`src/rtl/smr_pkg.sv`:
```
package smr_pkg;

    // Progress of the word being assembled
    typedef enum logic [1:0] {
        FR_IDLE     = 2'd0,  // no bit received since last latch/reset
        FR_PARTIAL  = 2'd1,  // fewer than a full word received
        FR_FULL     = 2'd2,  // exactly one full word received
        FR_OVERRUN  = 2'd3   // more bits than a word received
    } frame_st_e;

endpackage

```
`src/rtl/smr_sync_chain.sv`:
```
module smr_sync_chain #(
    parameter int unsigned STAGES = 2
) (
    input  logic clk,
    input  logic rst_n,
    input  logic async_i,
    output logic sync_o
);
    logic [STAGES-1:0] chain_d, chain_q;

    always_comb begin
        chain_d = {chain_q[STAGES-2:0], async_i};
    end

    always_ff @(posedge clk or negedge rst_n) begin
        if (!rst_n) chain_q <= '0;
        else        chain_q <= chain_d;
    end

    assign sync_o = chain_q[STAGES-1];

    initial begin
        assert_stages_R1: assert (STAGES >= 2)
            else $error("synchronizer needs at least two stages");
    end
endmodule

```
`src/rtl/smr_word_assembler.sv`:
```
module smr_word_assembler
    import smr_pkg::*;
#(
    parameter int unsigned WORD_W = 24,
    parameter int unsigned SEL_W  = 2
) (
    input  logic                      clk,
    input  logic                      rst_n,
    input  logic                      data_s_i,
    input  logic                      shift_s_i,
    input  logic                      latch_s_i,
    output logic                      wr_o,
    output logic [SEL_W-1:0]          sel_o,
    output logic [WORD_W-SEL_W-1:0]   pay_o,
    output logic                      err_o
);
    localparam int unsigned PAY_W = WORD_W - SEL_W;
    localparam int unsigned CNT_W = $clog2(WORD_W + 1);
    localparam logic [CNT_W-1:0] LAST_CNT = CNT_W'(WORD_W - 1);

    typedef struct packed {
        logic [WORD_W-1:0] sh;
        logic [CNT_W-1:0]  cnt;
        frame_st_e         st;
        logic              shift_prev;
        logic              latch_prev;
        logic              wr;
        logic [SEL_W-1:0]  sel;
        logic [PAY_W-1:0]  pay;
        logic              err;
    } asm_state_t;

    asm_state_t state_d, state_q;
    logic shift_rise, latch_rise;

    always_comb begin
        shift_rise = shift_s_i & ~state_q.shift_prev;
        latch_rise = latch_s_i & ~state_q.latch_prev;

        state_d            = state_q;
        state_d.shift_prev = shift_s_i;
        state_d.latch_prev = latch_s_i;
        state_d.wr         = 1'b0;

        if (latch_rise) begin
            if (state_q.st == FR_FULL) begin
                state_d.wr  = 1'b1;
                state_d.sel = state_q.sh[WORD_W-1 -: SEL_W];
                state_d.pay = state_q.sh[PAY_W-1:0];
                state_d.err = 1'b0;
            end else begin
                state_d.err = 1'b1;
            end
            state_d.st  = FR_IDLE;
            state_d.cnt = '0;
        end else if (shift_rise) begin
            state_d.sh = {state_q.sh[WORD_W-2:0], data_s_i};
            unique case (state_q.st)
                FR_FULL, FR_OVERRUN: state_d.st = FR_OVERRUN;
                default: begin
                    state_d.cnt = state_q.cnt + 1'b1;
                    state_d.st  = (state_q.cnt == LAST_CNT) ? FR_FULL : FR_PARTIAL;
                end
            endcase
        end
    end

    always_ff @(posedge clk or negedge rst_n) begin
        if (!rst_n) state_q <= '0;
        else        state_q <= state_d;
    end

    assign wr_o  = state_q.wr;
    assign sel_o = state_q.sel;
    assign pay_o = state_q.pay;
    assign err_o = state_q.err;

    // bit count never exceeds one word
    assert_cnt_range_R1: assert property (@(posedge clk) disable iff (!rst_n)
        state_q.cnt <= CNT_W'(WORD_W));

    // wrong-length latch raises error and writes nothing
    assert_bad_latch_R5: assert property (@(posedge clk) disable iff (!rst_n)
        (latch_rise && state_q.st != FR_FULL) |=> (state_q.err && !state_q.wr));

    // full-length latch writes and clears the error
    assert_good_latch_R6: assert property (@(posedge clk) disable iff (!rst_n)
        (latch_rise && state_q.st == FR_FULL) |=> (state_q.wr && !state_q.err));

    // every latch restarts the frame
    assert_restart_R9: assert property (@(posedge clk) disable iff (!rst_n)
        latch_rise |=> (state_q.st == FR_IDLE));
endmodule

```
`src/rtl/smr_reg_bank.sv`:
```
module smr_reg_bank #(
    parameter int unsigned SEL_W = 2,
    parameter int unsigned PAY_W = 22
) (
    input  logic                              clk,
    input  logic                              rst_n,
    input  logic                              wr_i,
    input  logic [SEL_W-1:0]                  sel_i,
    input  logic [PAY_W-1:0]                  pay_i,
    output logic [(PAY_W*(2**SEL_W))-1:0]     regs_o,
    output logic [(2**SEL_W)-1:0]             upd_o
);
    localparam int unsigned NUM_REGS = 2 ** SEL_W;

    typedef struct packed {
        logic [NUM_REGS-1:0][PAY_W-1:0] regs;
        logic [NUM_REGS-1:0]            upd;
    } bank_state_t;

    bank_state_t state_d, state_q;

    always_comb begin
        state_d     = state_q;
        state_d.upd = '0;
        for (int r = 0; r < NUM_REGS; r++) begin
            if (wr_i && (sel_i == SEL_W'(r))) begin
                state_d.regs[r] = pay_i;
                state_d.upd[r]  = 1'b1;
            end
        end
    end

    always_ff @(posedge clk or negedge rst_n) begin
        if (!rst_n) state_q <= '0;
        else        state_q <= state_d;
    end

    for (genvar g = 0; g < NUM_REGS; g++) begin : g_out
        assign regs_o[g*PAY_W +: PAY_W] = state_q.regs[g];
    end
    assign upd_o = state_q.upd;

    // at most one update pulse at a time
    assert_upd_onehot_R8: assert property (@(posedge clk) disable iff (!rst_n)
        $onehot0(state_q.upd));

    // the write lands on the selected register's pulse
    assert_route_R2: assert property (@(posedge clk) disable iff (!rst_n)
        wr_i |=> (state_q.upd == (NUM_REGS'(1) << $past(sel_i))));

    // selected register takes the payload
    assert_payload_R3: assert property (@(posedge clk) disable iff (!rst_n)
        wr_i |=> (state_q.regs[$past(sel_i)] == $past(pay_i)));

    // without a write the registers hold
    assert_hold_R4: assert property (@(posedge clk) disable iff (!rst_n)
        !wr_i |=> ($stable(state_q.regs) && (state_q.upd == '0)));
endmodule

```
`src/rtl/smr_serial_cfg.sv`:
```
module smr_serial_cfg #(
    parameter int unsigned WORD_W      = 24,
    parameter int unsigned SEL_W       = 2,
    parameter int unsigned SYNC_STAGES = 2
) (
    input  logic                                         clk,
    input  logic                                         rst_n,
    input  logic                                         cfg_data_i,
    input  logic                                         cfg_shift_i,
    input  logic                                         cfg_latch_i,
    output logic [((WORD_W-SEL_W)*(2**SEL_W))-1:0]       mode_regs_o,
    output logic [(2**SEL_W)-1:0]                        mode_upd_o,
    output logic                                         frame_err_o
);
    localparam int unsigned PAY_W   = WORD_W - SEL_W;
    localparam int unsigned N_LINES = 3;

    logic [N_LINES-1:0] line_async, line_sync;
    logic               wr;
    logic [SEL_W-1:0]   sel;
    logic [PAY_W-1:0]   pay;

    assign line_async = {cfg_latch_i, cfg_shift_i, cfg_data_i};

    // Data shares the strobes' depth so a bit lines up with its shift edge
    for (genvar g = 0; g < N_LINES; g++) begin : g_sync
        smr_sync_chain #(.STAGES(SYNC_STAGES)) u_sync (
            .clk     (clk),
            .rst_n   (rst_n),
            .async_i (line_async[g]),
            .sync_o  (line_sync[g])
        );
    end

    smr_word_assembler #(.WORD_W(WORD_W), .SEL_W(SEL_W)) u_asm (
        .clk       (clk),
        .rst_n     (rst_n),
        .data_s_i  (line_sync[0]),
        .shift_s_i (line_sync[1]),
        .latch_s_i (line_sync[2]),
        .wr_o      (wr),
        .sel_o     (sel),
        .pay_o     (pay),
        .err_o     (frame_err_o)
    );

    smr_reg_bank #(.SEL_W(SEL_W), .PAY_W(PAY_W)) u_bank (
        .clk    (clk),
        .rst_n  (rst_n),
        .wr_i   (wr),
        .sel_i  (sel),
        .pay_i  (pay),
        .regs_o (mode_regs_o),
        .upd_o  (mode_upd_o)
    );
endmodule

```
`config.mk`:
```
export PLATFORM = sky130hd
export DESIGN_NAME = smr_serial_cfg
export DESIGN_NICKNAME = d
export VERILOG_FILES = /design/src/rtl/smr_pkg.sv /design/src/rtl/smr_sync_chain.sv /design/src/rtl/smr_word_assembler.sv /design/src/rtl/smr_reg_bank.sv /design/src/rtl/smr_serial_cfg.sv
export SDC_FILE = /design/constraint.sdc
export NUM_CORES = 1
export LEC_CHECK = 0
export CORE_AREA = 2 2 110 112
export CTS_CLUSTER_DIAMETER = 40
export CTS_CLUSTER_SIZE = 10
export DETAILED_ROUTE_END_ITERATION = 7
export DIE_AREA = 0 0 112 114
export GPL_TIMING_DRIVEN = 0
export PLACE_DENSITY_LB_ADDON = 0.2
export SLEW_MARGIN = 25
export SYNTH_ARGS = -nofsm -noshare
export SYNTH_HDL_FRONTEND = slang
export SYNTH_HIERARCHICAL = 1
export SYNTH_SLANG_ARGS = --single-unit
export TNS_END_PERCENT = 1
```
`constraint.sdc`:
```
create_clock -name clk -period 2.3 [get_ports clk]
set_clock_uncertainty 0.2 [all_clocks]
set_input_delay 0.23 -clock clk [delete_from_list [all_inputs] [get_ports clk]]
set_output_delay 0.23 -clock clk [all_outputs]
set_load 0.03 [all_outputs]
```
---- Yosys cells after proc, flatten, opt, wreduce, memory -nomap -nowiden ----
Index checks and enable logic that the tools add are counted.
cells by class
  add/subtract/negate cells ............... 1
  $mul .................................... 0
  div/mod/pow operators ................... 0
  order comparisons ....................... 0
  equality and inequality tests ........... 7
  shifts and indexed selects .............. 0
  mux-type cells .......................... 12
  bitwise gates (word level) .............. 5
  reduce and logical (&&, ||, !) cells .... 10
operators by type and width
  operator               number
  $mux W26               1
  $mux W25               1
  $mux W7                2
  $eq A2 B2 Y1 const B   4
  $reduce_and A2 Y1      3
  $add A5 B1 Y5 const B  1
  $eq A5 B5 Y1 const B   1
  $mux W1                5
  $mux W5                1
  $logic_and A1 B1 Y1    4
  $mux W2                2
  $not A1 Y1             3
  $and A1 B1 Y1          2
  $eq A2 B1 Y1 const B   1
  $logic_not A2 Y1       1
  $ne A2 B1 Y1 const B   1
  $reduce_bool A2 Y1     1
  $reduce_or A2 Y1       1
storage, ports and cells
  register bits after elaboration ......... 157
  latch bits .............................. 0
  memory bits (writable) .................. 0
  bits in read-only memories .............. 0
  input bits .............................. 5
  word-level logic and storage cells ...... 52
  memories ................................ 0

---- Depth between registers and ports, before layout ----
Gate-level depths: netlist of the first run.
  depth in word-level cells ............... 5
  gate-level depth with buffers ........... 5
  gate-level depth less buffers ........... 4

---- By module ----
The synthesis of the first run kept the hierarchy.
by module, submodules not included
  module              times used  cells an instance  area each (sq um)  sequential area each (sq um)
  smr_reg_bank        1           195                3398.3             2302.2
  smr_word_assembler  1           167                2446.1             1476.4
  smr_sync_chain      3           2                  50.0               50.0

---- Worst setup path after synthesis of the first run ----
OpenSTA, ideal clock, no wires.
  kind .................................... register to register
  from .................................... register u_asm/state_q[26] (netlist name)
  to ...................................... register u_asm.state_q, in the netlist u_asm/pay_o[10]
  arrival ................................. 1.385 ns
  required time ........................... 1.975 ns
  slack ................................... 0.590 ns
  cell stages (with the launch flop) ...... 5
  buffers on the path ..................... 1
  cells stage by stage .................... dfrtp_1 nand2b_4 nor3b_4 buf_6 mux2_2
between the ends
  cells in the longest elaborated chain, start to end .. 3
ends and longest elaborated chain
  item                         RTL line                  source
  start, declared              smr_word_assembler.sv:33  asm_state_t state_d, state_q;
  start signal, assigned       smr_word_assembler.sv:70  else state_q <= state_d;
  $not A1 Y1                   smr_word_assembler.sv:38  latch_rise = latch_s_i & ~state_q.latch_prev;
  $and A1 B1 Y1                smr_word_assembler.sv:38
  $reduce_and A2 Y1 (no line)  -
Every way passes these cells.
A chain may end at the register's enable or synchronous reset.

---- Final worst setup path of the first run ----
  from .................................... register u_bank.state_q, in the netlist u_bank/regs_o[87]
  to ...................................... output port mode_regs_o[87]
RTL lines
  item                    RTL line              source
  start, declared         smr_reg_bank.sv:20    bank_state_t state_d, state_q;
  start signal, assigned  smr_reg_bank.sv:35    else state_q <= state_d;
  end, declared           smr_serial_cfg.sv:11  output logic [((WORD_W-SEL_W)*(2**SEL_W))-1:0] mode_regs_o,
No word-level cell between the ends.

==> summary.md, run 1 <==
The flow ran to the end, and the final reports show no timing, DRC or antenna violations. Summed over all layers, the routed wires come to 10,500 um. The run gives 4 as the number of iterations in the first detailed-routing pass. In the final routed layout, each cell accounts on average for 16.4 um. The tools report the number of DRC markers in iteration 0 as 182. The number of antenna violations at the first check in global routing came out at 0. The run gives 40 as the cell row count. The tools report the capturing point of the worst reg2reg path as u_asm/pay_o[6]$_DFFE_PN0P_.

The portion of total power attributed to combinational logic was 0.037. The end point of the most critical hold path was g_sync[0].u_sync/chain_q[0]$_DFF_PN0_. The detailed router used layers up to and including met4. Height of the die: 114 um. The startpoint of the tightest hold check path is cfg_data_i. During synthesis, Yosys emitted a total of 6 warnings.

The switching share of power is 0.200, and the worst path buffer plus inverter count is 1. The logs give 88 for the pin count of the biggest net entering global routing and 5990 sq um for the post-synthesis cell area. The via density per instance was 5.04; the met2 routed wirelength was 5310 um. In this run the power density over the cells is 736 nW/um^2. The overall power was 0.00568 W; the switching power of the nets was 0.00113 W. The critical path is of the flop to output pin type. For the core outline area, the log shows 11,700 sq um. For the wire length on met3, the log shows 395 um. Number of cells on the worst reg-to-reg path: 4.

The relative contribution of the clock network to total power was 0.440; the proportion of layout cells with a drive suffix above 1 was 0.406. Global-route congestion overflow total: 0. In this design, the stage delay of the slowest critical-path cell is 0.72 ns.

The critical path goes through clkdlybuf4s50_1. The worst setup path is captured at an output pin. Once detail routing completed, the nets flagged for antenna violations numbered 0. The tools report the required arrival time at the worst endpoint as 1.87 ns. Based on the critical path, the design can be clocked at up to 528 MHz.

The internal power summed over all cells is 0.00454 W. The logs give 98 for the number of primary I/O pins and 2 for the worst-case clock buffer depth. Summed over all cells, the static leakage comes to 3.80 nW. The net count of the finished layout is 492. The sequential share of power was 0.522. Routability-driven placement finished with a final weighted congestion of 0.699. Fraction of the cycle the final worst path needs: 0.824.

The run gives 0 as the total of cells resized after clock tree synthesis. Once placement finished, the instance area stood at 7180 sq um. For the share of the core filled with cells, the log shows 0.659. In this design, the largest share of critical-path delay is due to buffers and inverters. TritonCTS built the clock tree. For the via count of the first global-routing pass, the log shows 3,365. The total track usage is 0.175, and the minimum period implied by the final worst setup slack is 1.90 ns. Among all stages on the critical path, the largest delay is contributed by clkdlybuf4s50_1. The tools report the initial core utilization as 0.512.

The post-synthesis to final-layout area growth was 28.7%. Detailed placement ended at an HPWL of 7090 um. The synthesized area per cell is 16.3 sq um, and the portion of the post-synthesis area used by sequential elements is 0.655. Of all nets on the critical path, the largest fanout is 2. Setup violations remaining at the end of the flow were counted as 0.

The total number of clock tree sinks is 157, and the number of library cell types mapped by synthesis is 23. The clock tree synthesis step divided the H-tree into 4 levels. In this run, synthesis produced a sequential element count of 157. After filler insertion, the fill cell instance count of the layout stands at 854.

The remaining max-slew budget at the tightest pin came out at 0.645. The first global-routing pass estimated 17,100 um of wire. Across all hold checks on the routed design, the worst slack comes to 0.0621 ns. In the routed design, unresolved DRC markers number 0.

The run gives 3,238 as the total number of vias. Clock tree synthesis selected as its root buffer the cell clkbuf_16. The number of buffers inserted to repair setup after CTS came out at 0. The width of the die was 112 um. The number of clock buffers added by TritonCTS is 17.

Clock-pin slew was measured on the worst setup and hold paths at 0.05 ns. The total count of hold-check failures in the final report is 0. For the reg2reg setup slack, the log shows 0.41 ns. Setup repair after global routing left no endpoint under its margin. The length of routed wiring on met1 is 4700 um. The clock latency on the worst-skew pair was 0.40 ns. The logs give 374 for the synthesized net count and 0 for the number of maximum-capacitance constraint violations. The die covers 12,800 sq um.

The maximum VDD drop was 511 uV. The tools report the critical register-to-register path startpoint as u_asm/state_q[26]$_DFF_PN0_. At the worst endpoint, the arrival time is 1.47 ns.

Worst hold path cell count: 1. The worst setup path is launched from a flop. The tools report the antenna cell count as 0. The path type of the worst min-delay path is primary input to flop. During placement, the flow inserted port buffers numbering 97. The pin slew with the least headroom to its limit works out to 0.533 ns. The number of pins exceeding their max-slew limit in the final report was 0. The logs give 368 for the cell count after synthesis and 7720 sq um for the post-route standard cell area excluding fillers.
-- sequential cells by signal, indices dropped and copies added, names as in the netlist --
register and count:
u_asm/wr_o 1, g_sync.u_sync/chain_q 6, u_asm/state_q 33, u_bank/upd_o 4, u_asm/pay_o 22, u_asm/err_o 1
u_asm/sel_o 2, u_bank/regs_o 88
-- worst max path at each step --
stage	from	to	slack (ns)	cells past startpoint
CTS	u_bank/regs_o[87]$_DFFE_PN0P_	mode_regs_o[87]	0.38	1
global placement	rst_n	u_bank/regs_o[75]$_DFFE_PN0P_	-5.28	1
floorplan	u_asm/state_q[26]$_DFF_PN0_	u_asm/pay_o[10]$_DFFE_PN0P_	0.59	4
finish	u_bank/regs_o[87]$_DFFE_PN0P_	mode_regs_o[87]	0.40	1
global route	u_asm/state_q[26]$_DFF_PN0_	u_asm/pay_o[11]$_DFFE_PN0P_	0.32	4
detailed placement	u_asm/sel_o[1]$_DFFE_PN0P_	u_bank/regs_o[21]$_DFFE_PN0P_	0.39	4
-- Yosys cell counts --
master / instances / share of area
nor2_1: 3 / 0.0019
nand2_1: 2 / 0.0013
a21oi_1: 5 / 0.0042
dfrtp_1: 157 / 0.66
mux2_2: 136 / 0.26
nor3b_4: 2 / 0.0063
or3b_4: 1 / 0.0019
buf_2: 3 / 0.0025
o21ai_0: 4 / 0.0033
nand2b_4: 1 / 0.0023
and2_1: 1 / 0.0010
buf_4: 32 / 0.040
nand3b_1: 2 / 0.0025
nor3b_1: 1 / 0.0013
ha_1: 1 / 0.0021
xnor2_1: 1 / 0.0015
nand3_1: 3 / 0.0025
and4b_1: 1 / 0.0017
nor2b_1: 2 / 0.0021
or3_1: 3 / 0.0031
a22o_1: 1 / 0.0015
inv_1: 4 / 0.0025
buf_6: 2 / 0.0038
-- final cells by class --
cell class	count	area, sq um	share of cell area
clock inverters	2	35.0	0.00454
clock buffers	26	489	0.0634
multi-input cells	170	1770	0.230
plain buffers	37	278	0.0360
flip-flops and latches	157	3930	0.509
well taps	147	184	0.0238
inverters	4	15.0	0.00195
repair buffers	99	1010	0.131
-- cell families after synthesis --
family | share of synthesized area
multiplexers | 0.255
AO/OA/AOI/OAI | 0.00897
XOR/XNOR | 0.00146
AND/OR/NAND/NOR | 0.0278
buffers and inverters | 0.0488
adder cells (fa/ha/maj) | 0.00209
flip-flops | 0.655
-- cells in the final DEF, fill, tap and decap left out, drive strengths merged, types with 2 or more instances in the layout --
| master | n |
|---|---|
| nor3b | 3 |
| nand2 | 2 |
| o21ai | 4 |
| mux2 | 136 |
| nand3b | 2 |
| nor2 | 3 |
| clkdlybuf4s50 | 96 |
| clkbuf | 26 |
| nand3 | 3 |
| buf | 39 |
| or3 | 3 |
| a21oi | 5 |
| inv | 4 |
| nor2b | 2 |
| dfrtp | 157 |
-- power groups by stage --
stage | registers [W] | clock network, W | logic (W)
after floorplan | 0.00299 | 0 | 0.000132
after global placement | 0.00301 | 0 | 0.000200
after detailed placement | 0.00302 | 0 | 0.000217
after CTS | 0.00297 | 0.00258 | 0.000220
after global routing | 0.00298 | 0.00269 | 0.000238
final | 0.00297 | 0.00250 | 0.000213
-- layer usage --
layer	GRT usage	up-vias
met1	0.230	1660
met2	0.280	70
met5	0	-
met3	0.0499	11
li1	-	1497
met4	0.0683	0
-- through the flow --
| stage | worst slack, ns | TNS [ns] | std cells |
|---|---|---|---|
| final | 0.404 | 0 | 642 |
| after global routing | 0.316 | 0 | 642 |
| after global placement | -5.28 | -827.58 | 612 |
| after floorplan | 0.590 | 0 | 368 |
| after detailed placement | 0.394 | 0 | 613 |
| after CTS | 0.384 | 0 | 642 |
-- timing repair --
| action | CTS | global route |
|---|---|---|
| hold buffers | 1 | 0 |
| endpoints found under the hold margin | 70 | 0 |
| setup endpoints to repair | 0 | 0 |
Power figures use the tool's default switching activity.
==> run 2: changes to the inputs <==
--- a/config.mk
+++ b/config.mk
@@ -5,11 +5,11 @@
 export SDC_FILE = /design/constraint.sdc
 export NUM_CORES = 1
 export LEC_CHECK = 0
-export CORE_AREA = 2 2 110 112
+export CORE_AREA = 2 2 115 117
 export CTS_CLUSTER_DIAMETER = 40
 export CTS_CLUSTER_SIZE = 10
 export DETAILED_ROUTE_END_ITERATION = 7
-export DIE_AREA = 0 0 112 114
+export DIE_AREA = 0 0 117 119
 export GPL_TIMING_DRIVEN = 0
 export PLACE_DENSITY_LB_ADDON = 0.2
 export SLEW_MARGIN = 25
==> constraint.sdc (replaced) <==
create_clock -name clk -period 1.57 [get_ports clk]
set_clock_uncertainty 0.2 [all_clocks]
set_input_delay 0.157 -clock clk [delete_from_list [all_inputs] [get_ports clk]]
set_output_delay 0.157 -clock clk [all_outputs]
set_load 0.03 [all_outputs]
==> run 2 against run 1 <==
  * The flow now finishes with violations (negative setup slack)
  * Sequential power is 47% higher
  * Utilization fell by 3.2 points
  * Hold slack better by 0.0080 ns
  * Wire length rose by 6.1%
  * Largest power group unchanged
  * Critical path depth up 3
  * Highest routed layer unchanged
==> summary.md, run 2 (synthesized netlist as in run 1, its figures left out) <==
The run gives 0.722 (+3.2%) as the final estimated routing congestion in global placement. By startpoint and endpoint, the worst setup path is classified as flop to flop. The number of buffers added on ports works out to 97 (unchanged). STA classifies the critical path startpoint as a flop.

The logs give 4.36 nW (+15%) for the leakage power figure and 2 (unchanged) for the worst-case clock buffer depth. The via density per instance was 4.85 (-3.9%); the antenna violation net count after detailed routing was 0 (unchanged). Traced cell by cell, the critical path runs through buf_6 -> nand3b_1 -> buf_4 -> mux2_2.

The wire length of the first global-routing pass was 17,800 um (+4.4%). The count of fill cells added during filler insertion is 1,004 (+18%), and the fraction of the cycle the final worst path needs is 1.11. The logs give 1.66 ns (-0.21 ns) for the required arrival time at the worst endpoint and 98 (unchanged) for the number of primary I/O pins. The run gives 4 (unchanged) as the number of iterations in the first detailed-routing pass. The worst-path maximum fanout is 10 (+8).

The average routed wire per standard cell was 16.3 um (-0.37%). For the placement-stage worst setup slack, the log shows -0.309 ns (-0.703 ns). The data arrival time at the worst-slack endpoint is 1.83 ns (+0.36 ns), and the proportion of layout cells with a drive suffix above 1 is 0.435 (+0.0290). The logs give 13,900 sq um (+9.0%) for the area enclosed by the die boundary and 575 MHz for the maximum operating frequency. For the post-route standard cell area excluding fillers, the log shows 8070 sq um (+4.6%).

The tools report the number of nets in the layout as 505 (+2.6%). The clock latency on the worst-skew pair came out at 0.41 ns (about the same). CTS placed an instance of clkbuf_16 at the clock tree root.

Relative to the synthesized area, the layout overhead comes to 34.6%. The worst path buffer plus inverter count is 2 (+1), and the via count of the first global-routing pass is 3,472 (+3.2%). The total count of hold-check failures in the final report is 0 (unchanged). For the reg2reg setup slack, the log shows -0.17 ns (-0.58 ns).

Cell row count: 42 (+5.0%). Setup repair after global routing could not meet its margin everywhere. The standard cell area after detailed placement came out at 7220 sq um (+0.51%). The tightest min-delay check is of the primary input to async pin type. The number of DRC markers in iteration 0 is 173 (-4.9%). The number of flip-flops in the largest register is 88 (unchanged), and the initial core utilization is 0.466 (-0.0463). TritonCTS built the clock tree. In this design, the largest share of critical-path delay is due to buffers and inverters.

The total number of clock tree sinks came out at 157 (unchanged). The run gives 4 (unchanged) as the deepest level of the CTS H-tree. The setup slack after layout is -0.170 ns (-0.575 ns), and the longest individual stage delay on the worst path is 0.39 ns (-0.33 ns). The total track usage is 0.170 (-0.00541), and the global-route congestion overflow total is 0 (unchanged). The number of maximum-capacitance constraint violations is 0 (unchanged), and the minimum period implied by the final worst setup slack is 1.74 ns. The clock-pin slew on the worst setup and hold paths came out at 0.05 ns (about the same). The run gives 11,200 um (+6.1%) as the total length of routed wires.

The pin count of the biggest net entering global routing was 100 (+14%); the width of the die was 117 um (+4.5%). The share of the core filled with cells is 0.627 (-0.0320), and the setup violation total in the final timing report is 109 (+109). The pin slew with the least headroom to its limit was 0.510 ns (-0.0224 ns); the final non-filler cell total was 684 (+6.5%).

The area of the multi-input gates is 1990 sq um (+12%), and the number of buffers created by CTS is 17 (unchanged). The run gives 3,316 (+2.4%) as the total number of vias. The remaining design rule violation count came out at 0 (unchanged). The checks that failed: negative setup slack. In the layout the commonest cells are dfrtp_1 (157), mux2_2 (90), dlygate4sd2_1 (77).

The power per unit of standard cell area came out at 1030 nW/um^2 (+40%). The combined flip-flop and latch cell area is 3930 sq um (unchanged). The flow ran to the end, but the final reports show violations. The core outline area was 12,900 sq um (+9.9%); the antenna cell count was 0 (unchanged). The logs give 7180 um (+1.3%) for the HPWL after detailed placement and 0.659 (+0.0142) for the remaining max-slew budget at the tightest pin.

The maximum VDD drop came out at 579 uV (+13%). The total instance count after detailed placement is 642 (+4.7%). The height of the die was 119 um (+4.4%); the overall power was 0.00833 W (+47%). The most frequent standard cell in the layout excluding fill and tap cells is dfrtp_1. Capturing element type of the critical path: a flop. The cell with the largest stage delay on the worst path was dfrtp_1. The number of antenna violations at the first check in global routing is 0 (unchanged). The number of pins exceeding their max-slew limit in the final report came out at 0 (unchanged).
==> run 2: cell count changes in the layout (fill, tap and decap cells not counted), sizes merged <==
cell	before	now
buf	39	48
clkinv	1	2
bufinv	1	0
dlygate4sd2	0	77
clkdlybuf4s15	0	16
clkdlybuf4s50	96	3
dlygate4sd3	1	4
clkbuf	26	27
==> run 2: final timing paths <==
check	start	to	cells after the start
hold reg to reg	g_sync[2].u_sync/chain_q[0]$_DFF_PN0_	g_sync[2].u_sync/chain_q[1]$_DFF_PN0_	0
min in group clk	g_sync[2].u_sync/chain_q[0]$_DFF_PN0_	g_sync[2].u_sync/chain_q[1]$_DFF_PN0_	0
setup reg to reg	u_asm/sel_o[0]$_DFFE_PN0P_	u_bank/regs_o[58]$_DFFE_PN0P_	4
hold / removal	rst_n	u_bank/regs_o[74]$_DFFE_PN0P_	2
setup / recovery	u_asm/sel_o[0]$_DFFE_PN0P_	u_bank/regs_o[58]$_DFFE_PN0P_	4
max in group asynchronous	rst_n	u_bank/regs_o[22]$_DFFE_PN0P_	3
==> run 2: power breakdown <==
group          total (W)  switching (W)  leakage, nW  internal (W)
clock            0.00355        0.00140        0.252       0.00215
sequential       0.00436       0.000135         2.15       0.00422
combinational   0.000421       0.000163         1.96      0.000258
==> run 2: area by class of cell <==
| type | instances | area share |
|---|---|---|
| plain buffers | 37 | 0.0467 |
| clock buffers | 26 | 0.0619 |
| clock inverters | 2 | 0.00124 |
| inverters | 4 | 0.00186 |
| multi-input cells | 170 | 0.246 |
| flip-flops and latches | 157 | 0.487 |
| well taps | 176 | 0.0273 |
| repair buffers | 112 | 0.128 |
==> run 2: through the flow <==
stage | hold slack, ns | TNS [ns]
CTS | 0.0628 | -14.83
floorplan | -0.339 | -3.26
finish | 0.0701 | -9.86
global route | 0.111 | -16.65
global placement | 0.132 | -938.92
detailed placement | -0.0828 | -24.98
==> run 2: worst reg2reg max path, stage by stage (launching register included) <==
cell      delay, ns
dfrtp_1        0.39
buf_6          0.13
nand3b_1       0.32
buf_4          0.30
mux2_2         0.29
==> run 2: routing by layer <==
metal	routed length [um]	GRT usage	part of all wire	up-vias
li1	-	-	-	1530
met4	198	0.0750	0.018	0
met1	5100	0.228	0.46	1707
met3	395	0.0422	0.035	17
met2	5480	0.262	0.49	62
met5	0	0	0	-
==> run 2: repair_timing <==
item,in CTS,in global routing
endpoints found under the setup margin,219,142
gates resized for setup,133,64
cloned,1,1
endpoints found under the hold margin,160,0
hold buffers,4,0
pin swaps,8,4
buffers inserted,4,4
